### config.mk
export PLATFORM = sky130hd
export DESIGN_NAME = ring_walker
export DESIGN_NICKNAME = d
export VERILOG_FILES = /design/src/rtl/ring_walker_pkg.sv /design/src/rtl/rw_desc_dec.sv /design/src/rtl/rw_addr_gen.sv /design/src/rtl/rw_ring_ptr.sv /design/src/rtl/ring_walker.sv
export SDC_FILE = /design/constraint.sdc
export NUM_CORES = 1
export LEC_CHECK = 0
export BUFFER_PORTS_ARGS = -buffer_cell sky130_fd_sc_hd__buf_2
export CORE_MARGIN = 8
export CORE_UTILIZATION = 40
export DETAILED_ROUTE_END_ITERATION = 8
export HOLD_SLACK_MARGIN = 0.02
export PLACE_DENSITY = 0.7
export SYNTH_ARGS = -nofsm -noshare
export SYNTH_HDL_FRONTEND = slang
export SYNTH_SLANG_ARGS = --single-unit
### constraint.sdc
create_clock -name clk -period 19.4 [get_ports clk]
set_input_delay 1.94 -clock clk [delete_from_list [all_inputs] [get_ports clk]]
set_output_delay 1.94 -clock clk [all_outputs]
set_load 0.03 [all_outputs]
### src/rtl/ring_walker_pkg.sv
package ring_walker_pkg;
  localparam int DESC_W   = 128;
  localparam int DADDR_W  = 54;
  localparam int DLEN_W   = 24;
  localparam int DADDR_LO = 0;
  localparam int IOC_BIT  = 63;
  localparam int DLEN_LO  = 64;
  localparam int EOT_BIT  = 88;
  localparam int PAGE_SH  = 12;
  localparam int SLOT_SH  = 4;

  typedef struct packed {
    logic [DADDR_W-1:0] addr;
    logic               ioc;
    logic [DLEN_W-1:0]  len;
    logic               eot;
  } rw_entry_t;

  typedef enum logic [2:0] {
    ST_IDLE, ST_FETCH, ST_WAIT, ST_CMD, ST_BUSY, ST_HALT
  } rw_state_e;
endpackage

### src/rtl/rw_desc_dec.sv
module rw_desc_dec
  import ring_walker_pkg::*;
(
  input  logic [DESC_W-1:0] raw,
  output rw_entry_t         ent,
  output logic              len_aligned
);
  always_comb begin
    ent.addr    = raw[DADDR_LO +: DADDR_W];
    ent.ioc     = raw[IOC_BIT];
    ent.len     = raw[DLEN_LO +: DLEN_W];
    ent.eot     = raw[EOT_BIT];
    len_aligned = (ent.len[PAGE_SH-1:0] == '0);
  end
endmodule

### src/rtl/rw_addr_gen.sv
module rw_addr_gen #(
  parameter int AW    = 64,
  parameter int IDX_W = 7,
  parameter int ENT_W = 8
) (
  input  logic [AW-1:0]    base,
  input  logic [IDX_W-1:0] tbl_idx,
  input  logic [ENT_W-1:0] ent_m1,
  input  logic [ENT_W-1:0] ent_idx,
  output logic [AW-1:0]    addr
);
  localparam int SW = IDX_W + ENT_W + 2;
  logic [SW-1:0] slot;
  always_comb begin
    slot = SW'(tbl_idx) * (SW'(ent_m1) + SW'(1)) + SW'(ent_idx);
    addr = base + (AW'(slot) << ring_walker_pkg::SLOT_SH);
  end
endmodule

### src/rtl/rw_ring_ptr.sv
module rw_ring_ptr #(
  parameter int IDX_W = 7
) (
  input  logic             clk,
  input  logic             rst_n,
  input  logic             step,
  input  logic [IDX_W-1:0] depth_m1,
  output logic [IDX_W:0]   ptr
);
  logic [IDX_W-1:0] idx;
  logic             lap;
  assign idx = ptr[IDX_W-1:0];
  assign lap = ptr[IDX_W];

  always_ff @(posedge clk or negedge rst_n) begin
    if (!rst_n)
      ptr <= '0;
    else if (step) begin
      if (idx == depth_m1) ptr <= {~lap, {IDX_W{1'b0}}};
      else                 ptr <= {lap, idx + 1'b1};
    end
  end
endmodule

### src/rtl/ring_walker.sv
module ring_walker
  import ring_walker_pkg::*;
#(
  parameter int AW    = 64,
  parameter int IDX_W = 7,
  parameter int ENT_W = 8
) (
  input  logic               clk,
  input  logic               rst_n,
  input  logic [AW-1:0]      cfg_ring_base,
  input  logic [IDX_W-1:0]   cfg_depth_m1,
  input  logic [ENT_W-1:0]   cfg_ent_m1,
  input  logic [IDX_W:0]     sw_wptr,
  output logic               fetch_valid,
  input  logic               fetch_ready,
  output logic [AW-1:0]      fetch_addr,
  input  logic               desc_valid,
  output logic               desc_ready,
  input  logic [DESC_W-1:0]  desc_data,
  output logic               mv_valid,
  input  logic               mv_ready,
  output logic [DADDR_W-1:0] mv_addr,
  output logic [DLEN_W-1:0]  mv_len,
  input  logic               mv_done,
  output logic [IDX_W:0]     rd_ptr,
  output logic               ioc_pulse,
  output logic               err
);
  rw_state_e        state;
  logic [ENT_W-1:0] ent_idx;
  rw_entry_t        dec, cur;
  logic             dec_aligned;
  logic             ring_empty;
  logic             tbl_step;
  logic             bad_entry;

  rw_desc_dec u_dec (
    .raw         (desc_data),
    .ent         (dec),
    .len_aligned (dec_aligned)
  );

  rw_addr_gen #(.AW(AW), .IDX_W(IDX_W), .ENT_W(ENT_W)) u_agen (
    .base    (cfg_ring_base),
    .tbl_idx (rd_ptr[IDX_W-1:0]),
    .ent_m1  (cfg_ent_m1),
    .ent_idx (ent_idx),
    .addr    (fetch_addr)
  );

  rw_ring_ptr #(.IDX_W(IDX_W)) u_ptr (
    .clk      (clk),
    .rst_n    (rst_n),
    .step     (tbl_step),
    .depth_m1 (cfg_depth_m1),
    .ptr      (rd_ptr)
  );

  assign ring_empty  = (rd_ptr == sw_wptr);
  assign tbl_step    = (state == ST_BUSY) && mv_done && cur.eot;
  assign bad_entry   = !dec.eot && (!dec_aligned || ent_idx == cfg_ent_m1);
  assign fetch_valid = (state == ST_FETCH);
  assign desc_ready  = (state == ST_WAIT);
  assign mv_valid    = (state == ST_CMD);
  assign mv_addr     = cur.addr;
  assign mv_len      = cur.len;
  assign err         = (state == ST_HALT);

  always_ff @(posedge clk or negedge rst_n) begin
    if (!rst_n) begin
      state     <= ST_IDLE;
      ent_idx   <= '0;
      cur       <= '0;
      ioc_pulse <= 1'b0;
    end else begin
      ioc_pulse <= 1'b0;
      unique case (state)
        ST_IDLE:  if (!ring_empty) state <= ST_FETCH;
        ST_FETCH: if (fetch_ready) state <= ST_WAIT;
        ST_WAIT: if (desc_valid) begin
          cur   <= dec;
          state <= bad_entry ? ST_HALT : ST_CMD;
        end
        ST_CMD:   if (mv_ready) state <= ST_BUSY;
        ST_BUSY: if (mv_done) begin
          ioc_pulse <= cur.ioc;
          if (cur.eot) begin
            ent_idx <= '0;
            state   <= ST_IDLE;
          end else begin
            ent_idx <= ent_idx + 1'b1;
            state   <= ST_FETCH;
          end
        end
        default:  state <= ST_HALT;
      endcase
    end
  end
endmodule

==> run summary, run 1 <==
status = finished, final reports clean
final setup fails = 0
NumNets Final = 1,513
Worst Tran Pin Value = 1060 ps
largest family of logic cells by synthesized area = adder cells
gr ovfl total = 0
Post-CTS Setup Bufs = 0
most common cell after layout, fill and taps aside = buf_2
Max Cap Viol = 0
worst hold slack = 498 ps
Comb power frac = 0.696
Cells after DPL = 1,462
fin. max-slew vios = 0
DIE WIDTH = 168 um
H-Tree Level Count = 3
Post-Layout Cell Count = 1,478
clock-pin slew on the worst setup and hold paths = 70 ps
CTS Buf Count = 9
Slowest-stage cell, CP = xor2_1
num rows = 55
CTS tree = done
Reg power frac = 0.205
DIE AREA = 0.0282 mm2
Hold Vio Cnt, Final = 0
DR iter-0 viols = 369
fmax = 89.1 MHz
XOR/XNOR share of the synthesized area = 0.0950
fin util = 0.476
drt first pass iters = 5
Hold Path Class = reg2reg
worst skew pair latency = 350 ps
slew margin rel. = 0.293
Synth Area in Compound Gates = 0.0802
PwrDens = 168 mW/mm2
post-synthesis mux area share = 0.0985
pin count of the biggest net entering global routing = 83
synth warn = 0
root buffer cell = clkbuf_16
top cells by area, synth = dfrtp_1, mux2_2, fa_1
CP max stage delay = 570 ps
Max Clock Skew = 9.69 ps
vias in the first global route = 7,529
post-synth top area cell = dfrtp_1
CP Class = in2out
drc violations = 0
Max VDD drop = 131 uV
clk sinks = 100
Post-synth EDFFs = 0
simple-gate share of the synthesized area = 0.172
CP arrival = 9280 ps
Synth top area share = 0.271
leakage = 5.43 nW
Routability Congestion = 0.818
total track usage = 0.168
synthesized area = 0.00922 mm2
post-cts sizing count = 0
Post-CTS Hold Fix Bufs = 0
setup_tns = 0 ps
HPWL after detailed placement = 20,300 um
initial antenna violation count = 0
height of the die = 168 um
Tmin final = 11,220 ps
sequential area share after synthesis = 0.271
initial core utilization = 0.407
RSZ-0062 raised after global routing = no
Clk pwr share = 0.099
Worst EP required = 17,460 ps
Yosys cell types = 66
antenna-violating nets left = 0
final wirelength = 24,700 um
I/O Pins = 376
antenna cell count = 0
Vias = 7,528
pre-CTS setup slack = 8280 ps
IO buf count = 319
Area Overhead vs Synth = 16.8%
Final Cycle Share = 0.579
Post-Syn Nets = 1,288
Avg Synthesized Cell Area = 9.58 um2
first-pass GRT wire length = 39,000 um
Syn Inst Count = 963
sw power = 0.974 mW
CP Max Fanout = 11
Pint = 0.837 mW
most frequent cells in the layout = buf_2, dfrtp_1, mux2_2, nand2_1, inv_1
Async S/R FF share, synth = 1.00
CORE AREA = 0.0226 mm2
Setup WS post-layout = 8180 ps
ys flop type = dfrtp_1
FF+latch count, synth = 100
switch share = 0.538
clk buf depth = 2
Layout fillers = 2,139
vias per cell = 5.09
Worst setup SP type = input pin
post-synthesis adder-cell area fraction = 0.176
WL/cell = 16.7 um
endpoint class of the critical path = output port
layout cells sized above 1 = 0.374
-- cell families after synthesis --
kind of cell    after synthesis
flops                       100
compound gates              114
buf+inv                     176
simple gates                288
xor+xnor                    100
mux                          81
fa+ha+maj                   104
-- cell usage after synthesis (all sizes together), types with 2 or more instances --
library cell	number
xor2	63
o31ai	2
buf	93
and4	8
nand3	35
and2	31
a211oi	6
ha	61
nand4	11
o311ai	2
a21oi	37
nand2	75
nor2b	20
o22ai	2
fa	43
nor4b	2
nand2b	11
dfrtp	100
nor2	36
o21ai	32
mux2i	3
clkbuf	14
nor3	32
inv	69
and3	15
a31oi	4
a211o	2
nor4	9
mux2	78
a21o	8
o21bai	6
xnor2	37
-- flip-flops by register name, summed over array words and instances (netlist names) --
signal / flops
mv_addr: 54
ent_idx: 8
mv_len: 24
ioc_pulse: 1
cur: 2
u_ptr.ptr: 8
state: 3
-- critical path: cells and delay by family --
family / cells / cell delay (ps)
AO/OA/AOI/OAI: 9 / 1890
XOR/XNOR: 3 / 910
adder cells (fa/ha/maj): 7 / 2950
buffers and inverters: 6 / 660
AND/OR/NAND/NOR: 4 / 900
-- power by group through the flow --
stage / sequential (mW) / combinational (mW) / clock, mW
after CTS: 0.372 / 1.28 / 0.184
after global routing: 0.385 / 1.38 / 0.191
after floorplan: 0.354 / 1.07 / 0
final: 0.372 / 1.26 / 0.180
after detailed placement: 0.376 / 1.27 / 0
after global placement: 0.370 / 1.26 / 0
-- per-stage QoR --
stage	instance area (um2)	power, mW
floorplan	9220	1.42
global route	10800	1.95
finish	10800	1.81
detailed placement	10500	1.65
CTS	10800	1.83
global placement	10500	1.63
-- final cells by class --
cell class                 count  area [um2]  area share
clock buffer                   9         225      0.0209
clock inverter                 7        80.1     0.00743
inverter                      69         259      0.0240
multi-input combinational    687        5740       0.533
sequential                   100        2500       0.232
tap                          285         357      0.0331
timing repair buffer         321        1610       0.150
-- routing by layer --
metal	routed length, um	global-route usage
met5	0	0
met4	358	0.0322
met1	10200	0.208
met3	1260	0.0316
met2	12900	0.301
-- path summary, 6_finish.rpt --
path	from	endpoint	slack, ps	depth (start not counted)
worst min register to register	cur[25]$_DFFE_PN0P_	ioc_pulse$_DFF_PN0_	500	2
worst max-delay path	cfg_ent_m1[0]	fetch_addr[49]	8180	29
worst max register to register	state[1]$_DFFE_PN0P_	mv_addr[9]$_DFFE_PN0P_	17080	3
min in group asynchronous	rst_n	mv_addr[27]$_DFFE_PN0P_	1480	1
worst min-delay path	cur[25]$_DFFE_PN0P_	ioc_pulse$_DFF_PN0_	500	2
max in group asynchronous	rst_n	mv_addr[9]$_DFFE_PN0P_	16640	2
(Power assumes the default switching activity.)
==> run 2: changes to the inputs <==
clock period = 11.6 ns   (was 19.4 ns; I/O delays follow)
==> run summary, run 2 (synthesized netlist as in run 1, its figures left out) <==
I/O Pins = 376 (unchanged)
Hold Path Class = reg2reg (unchanged)
CP Class = in2out (unchanged)
max reg flops = 54 (unchanged)
CP Max Fanout = 11 (unchanged)
num rows = 55 (unchanged)
crit path launch = cfg_ent_m1[0] (unchanged)
fin. max-slew vios = 0 (unchanged)
CTS Buf Count = 9 (unchanged)
Max Cap Viol = 0 (unchanged)
Tmin final = 9580 ps
Worst Tran Pin Value = 1050 ps (was 1060 ps)
DIE AREA = 0.0282 mm2 (unchanged)
CORE AREA = 0.0226 mm2 (unchanged)
height of the die = 168 um (unchanged)
first-pass GRT wire length = 38,600 um (was 39,000 um)
IO buf count = 319 (unchanged)
gr ovfl total = 0 (unchanged)
Worst EP required = 10,440 ps (was 17,460 ps)
NumNets Final = 1,513 (unchanged)
Slowest-stage cell, CP = xor2_1 (unchanged)
Layout fillers = 2,178 (was 2,139)
post-cts sizing count = 0 (unchanged)
DR iter-0 viols = 390 (was 369)
CP arrival = 8420 ps (was 9280 ps)
Max VDD drop = 206 uV (was 131 uV)
leakage = 5.43 nW (about the same)
HPWL after detailed placement = 20,400 um (was 20,300 um)
Worst setup SP type = input pin (unchanged)
WL/cell = 16.6 um (was 16.7 um)
slew margin rel. = 0.301 (was 0.293)
PwrDens = 281 mW/mm2 (was 168 mW/mm2)
antenna-violating nets left = 0 (unchanged)
clk sinks = 100 (unchanged)
initial core utilization = 0.407 (unchanged)
RSZ-0062 raised after global routing = no (unchanged)
layout cells sized above 1 = 0.374 (unchanged)
Post-CTS Hold Fix Bufs = 0 (unchanged)
worst skew pair latency = 340 ps (was 350 ps)
H-Tree Level Count = 3 (unchanged)
initial antenna violation count = 2 (was 0)
vias per cell = 5.09 (about the same)
clk buf depth = 2 (unchanged)
total track usage = 0.165 (was 0.168)
pre-CTS setup slack = 2090 ps (was 8280 ps)
Setup WS post-layout = 2020 ps (was 8180 ps)
most common cell after layout, fill and taps aside = buf_2 (unchanged)
CP max stage delay = 530 ps (was 570 ps)
drt first pass iters = 4 (was 5)
final setup fails = 0 (unchanged)
root buffer cell = clkbuf_16 (unchanged)
R2R Setup Slk = 9250 ps (was 17,080 ps)
Max Clock Skew = 13.8 ps (was 9.69 ps)
DIE WIDTH = 168 um (unchanged)
worst hold slack = 487 ps (was 498 ps)
most frequent cells in the layout = buf_2, dfrtp_1, mux2_2, nand2_1, inv_1 (unchanged)
Final Cycle Share = 0.826
vias in the first global route = 7,621 (was 7,529)
Post-CTS Setup Bufs = 0 (unchanged)
status = finished, final reports clean (unchanged)
worst r2r path cells = 3 (unchanged)
pin count of the biggest net entering global routing = 83 (unchanged)
endpoint class of the critical path = output port (unchanged)
fin util = 0.476 (about the same)
Routability Congestion = 0.817 (was 0.818)
Hold Vio Cnt, Final = 0 (unchanged)
Area Overhead vs Synth = 16.7% (was 16.8%)
post-route cell area = 0.0108 mm2 (about the same)
Vias = 7,527 (was 7,528)
Worst setup endpoint = fetch_addr[49] (unchanged)
drc violations = 0 (unchanged)
clock-pin slew on the worst setup and hold paths = 70 ps (about the same)
CTS tree = done (unchanged)
fmax = 104 MHz
setup_tns = 0 ps (unchanged)
final wirelength = 24,600 um (was 24,700 um)
reg2reg end = mv_len[20]$_DFFE_PN0P_ (was mv_addr[9]$_DFFE_PN0P_)
startpoint of the worst-slack reg-to-reg timing path = state[1]$_DFFE_PN0P_ (unchanged)
placed cell areas = 0.0105 mm2 (unchanged)
## run 2: critical path, delay by kind of cell
family                   cells  cell delay, ps
buffers and inverters        6             620
adder cells (fa/ha/maj)      7            2930
AO/OA/AOI/OAI                9            1960
AND/OR/NAND/NOR              4             880
XOR/XNOR                     3             850
## run 2: layout make-up
type | instances | area [um2] | share of cell area
clock inverters | 7 | 67.6 | 0.00628
multi-input cells | 687 | 5740 | 0.533
flip-flops and latches | 100 | 2500 | 0.232
diodes | 1 | 2.50 | 0.000232
clock buffers | 9 | 225 | 0.0209
well taps | 285 | 357 | 0.0331
repair buffers | 321 | 1610 | 0.150
inverters | 69 | 259 | 0.0241
## run 2: report_power, final
part,internal [mW],total (mW),switching [mW]
Combinational,0.744,2.11,1.37
Sequential,0.505,0.623,0.118
Clock,0.151,0.291,0.140
## run 2: per-stage QoR
stage / power (mW) / std cells
after floorplan: 2.38 / 963
after global placement: 2.73 / 1462
after detailed placement: 2.77 / 1462
after CTS: 3.07 / 1478
after global routing: 3.27 / 1479
final: 3.03 / 1479
## run 2: worst min-delay path by stage
stage                                 from                      to  slack (ps)  cells after the start
floorplan              cur[25]$_DFFE_PN0P_     ioc_pulse$_DFF_PN0_         460                      2
global placement       cur[25]$_DFFE_PN0P_     ioc_pulse$_DFF_PN0_         470                      2
detailed placement     cur[25]$_DFFE_PN0P_     ioc_pulse$_DFF_PN0_         480                      2
CTS                    cur[25]$_DFFE_PN0P_     ioc_pulse$_DFF_PN0_         500                      2
global route        mv_len[21]$_DFFE_PN0P_  mv_len[21]$_DFFE_PN0P_         510                      1
finish                 cur[25]$_DFFE_PN0P_     ioc_pulse$_DFF_PN0_         490                      2
## run 2: layer usage
layer / track usage / share of wire
met5: 0 / 0.00049
met4: 0.0334 / 0.015
met3: 0.0353 / 0.050
met2: 0.300 / 0.52
met1: 0.198 / 0.41
==> run 3: changes to the inputs <==
PLACE_DENSITY = 0.73   (was 0.7)
clock period = 8.2 ns   (was 11.6 ns; I/O delays follow)
==> run summary, run 3 (synthesized netlist as in run 1, its figures left out) <==
gr ovfl total = 0 (unchanged)
WL/cell = 16.3 um (was 16.6 um)
Hold Vio Cnt, Final = 0 (unchanged)
fin. max-slew vios = 0 (unchanged)
antenna cell count = 0 (was 1)
Slowest-stage cell, CP = fa_1 (was xor2_1)
vias per cell = 4.98 (was 5.09)
root buffer cell = clkbuf_16 (unchanged)
I/O Pins = 376 (unchanged)
Reg power frac = 0.200 (was 0.206)
CP max stage delay = 540 ps (was 530 ps)
height of the die = 168 um (unchanged)
status = finished, final reports clean (unchanged)
clk sinks = 100 (unchanged)
setup_tns = 0 ps (unchanged)
antenna-violating nets left = 0 (unchanged)
CTS tree = done (unchanged)
clock-pin slew on the worst setup and hold paths = 70 ps (about the same)
sw power = 2.33 mW (was 1.63 mW)
IO buf count = 319 (unchanged)
Worst EP required = 7380 ps (was 10,440 ps)
worst skew pair latency = 340 ps (about the same)
clk buf depth = 2 (unchanged)
Worst Tran Pin Value = 1040 ps (was 1050 ps)
DIE WIDTH = 168 um (unchanged)
most common cell after layout, fill and taps aside = buf_2 (unchanged)
Clk pwr share = 0.094 (was 0.096)
CTS Buf Count = 9 (unchanged)
pin count of the biggest net entering global routing = 83 (unchanged)
drt first pass iters = 4 (unchanged)
Worst setup SP type = input pin (unchanged)
Max VDD drop = 426 uV (was 206 uV)
Hold Path Class = in2async (was reg2reg)
num rows = 55 (unchanged)
initial antenna violation count = 0 (was 2)
switch share = 0.535 (was 0.538)
most frequent cells in the layout = buf_2, dfrtp_1, mux2_2, nand2_1, inv_1 (unchanged)
first-pass GRT wire length = 39,100 um (was 38,600 um)
slew margin rel. = 0.304 (was 0.301)
vias in the first global route = 7,684 (was 7,621)
endpoint class of the critical path = output port (unchanged)
Comb power frac = 0.706 (was 0.698)
Final Power = 4.36 mW (was 3.03 mW)
Vias = 7,494 (was 7,527)
DR iter-0 viols = 330 (was 390)
fmax = 126 MHz
layout cells sized above 1 = 0.413 (was 0.374)
max reg flops = 54 (unchanged)
final wirelength = 24,600 um (about the same)
drc violations = 0 (unchanged)
final setup fails = 0 (unchanged)
total track usage = 0.168 (was 0.165)
Routability Congestion = 0.841 (was 0.817)
Max Cap Viol = 0 (unchanged)
initial core utilization = 0.407 (unchanged)
Crit path top cell by count = fa_1
Final Cycle Share = 0.967
DIE AREA = 0.0282 mm2 (unchanged)
CP Max Fanout = 8 (was 11)
leakage = 5.64 nW (was 5.43 nW)
Tmin final = 7930 ps
H-Tree Level Count = 3 (unchanged)
CP arrival = 7110 ps (was 8420 ps)
CP Class = in2out (unchanged)
HPWL after detailed placement = 20,400 um (about the same)
worst r2r path cells = 3 (unchanged)
CORE AREA = 0.0226 mm2 (unchanged)
Pint = 2.03 mW (was 1.40 mW)
Max Clock Skew = 9.63 ps (was 13.8 ps)
PwrDens = 388 mW/mm2 (was 281 mW/mm2)
NumNets Final = 1,541 (was 1,513)
Area Overhead vs Synth = 21.7% (was 16.7%)
==> run 3: worst max-delay path: cells and delay by family <==
kind,cells,cell delay (ps)
AO/OA/AOI/OAI,7,1090
AND/OR/NAND/NOR,5,830
adder cells (fa/ha/maj),7,2840
XOR/XNOR,3,490
buffers and inverters,7,1010
==> run 3: layout make-up <==
cell class              instances  area (um2)
inverters                      69         259
clock inverters                 7        68.8
fillers                      2129       11400
well taps                     285         357
flip-flops and latches        100        2500
multi-input cells             687        5950
clock buffers                   9         225
repair buffers                349        1860
==> run 3: timing repair <==
action                     4_1_cts  5_1_grt
hold buffers                     0        0
setup endpoints to repair       10       44
pin swaps                        0       25
gates resized for setup          1       58
buffers inserted                 0        5
==> run 3: power groups by stage <==
stage	Combinational [mW]	Clock, mW	Sequential (mW)
6_report	3.08	0.410	0.870
5_1_grt	3.38	0.442	0.903
4_1_cts	3.05	0.421	0.872
3_5_place_dp	3.04	0	0.882
3_3_place_gp	3.00	0	0.869
2_1_floorplan	2.53	0	0.836
==> run 3: routing by layer <==
layer | part of all wire | vias to the layer above | GRT usage
met5 | 0 | - | 0
met4 | 0.0088 | 0 | 0.0307
met3 | 0.050 | 18 | 0.0365
met2 | 0.53 | 167 | 0.306
met1 | 0.41 | 3610 | 0.202
li1 | - | 3699 | -
==> run 3: metrics by stage <==
step	setup WS, ps	util	cells	hold WS (ps)	cell area [um2]
after global placement	111	0.470	1485	471	10600
after CTS	2.13	0.483	1501	368	10900
after detailed placement	-6.80	0.470	1485	485	10600
after floorplan	180	-	963	457	9220
after global routing	-55.9	0.496	1506	377	11200
final	274	0.496	1506	366	11200
==> run 3: worst paths after layout <==
check                                     start                      end  slack (ps)
max                               cfg_ent_m1[0]           fetch_addr[54]         270
min                                       rst_n   mv_addr[0]$_DFFE_PN0P_         370
max reg2reg                state[1]$_DFFE_PN0P_  mv_addr[27]$_DFFE_PN0P_        5870
min reg2reg                 cur[25]$_DFFE_PN0P_      ioc_pulse$_DFF_PN0_         500
max in group asynchronous                 rst_n  mv_addr[15]$_DFFE_PN0P_        6570
min in group clk            cur[25]$_DFFE_PN0P_      ioc_pulse$_DFF_PN0_         500
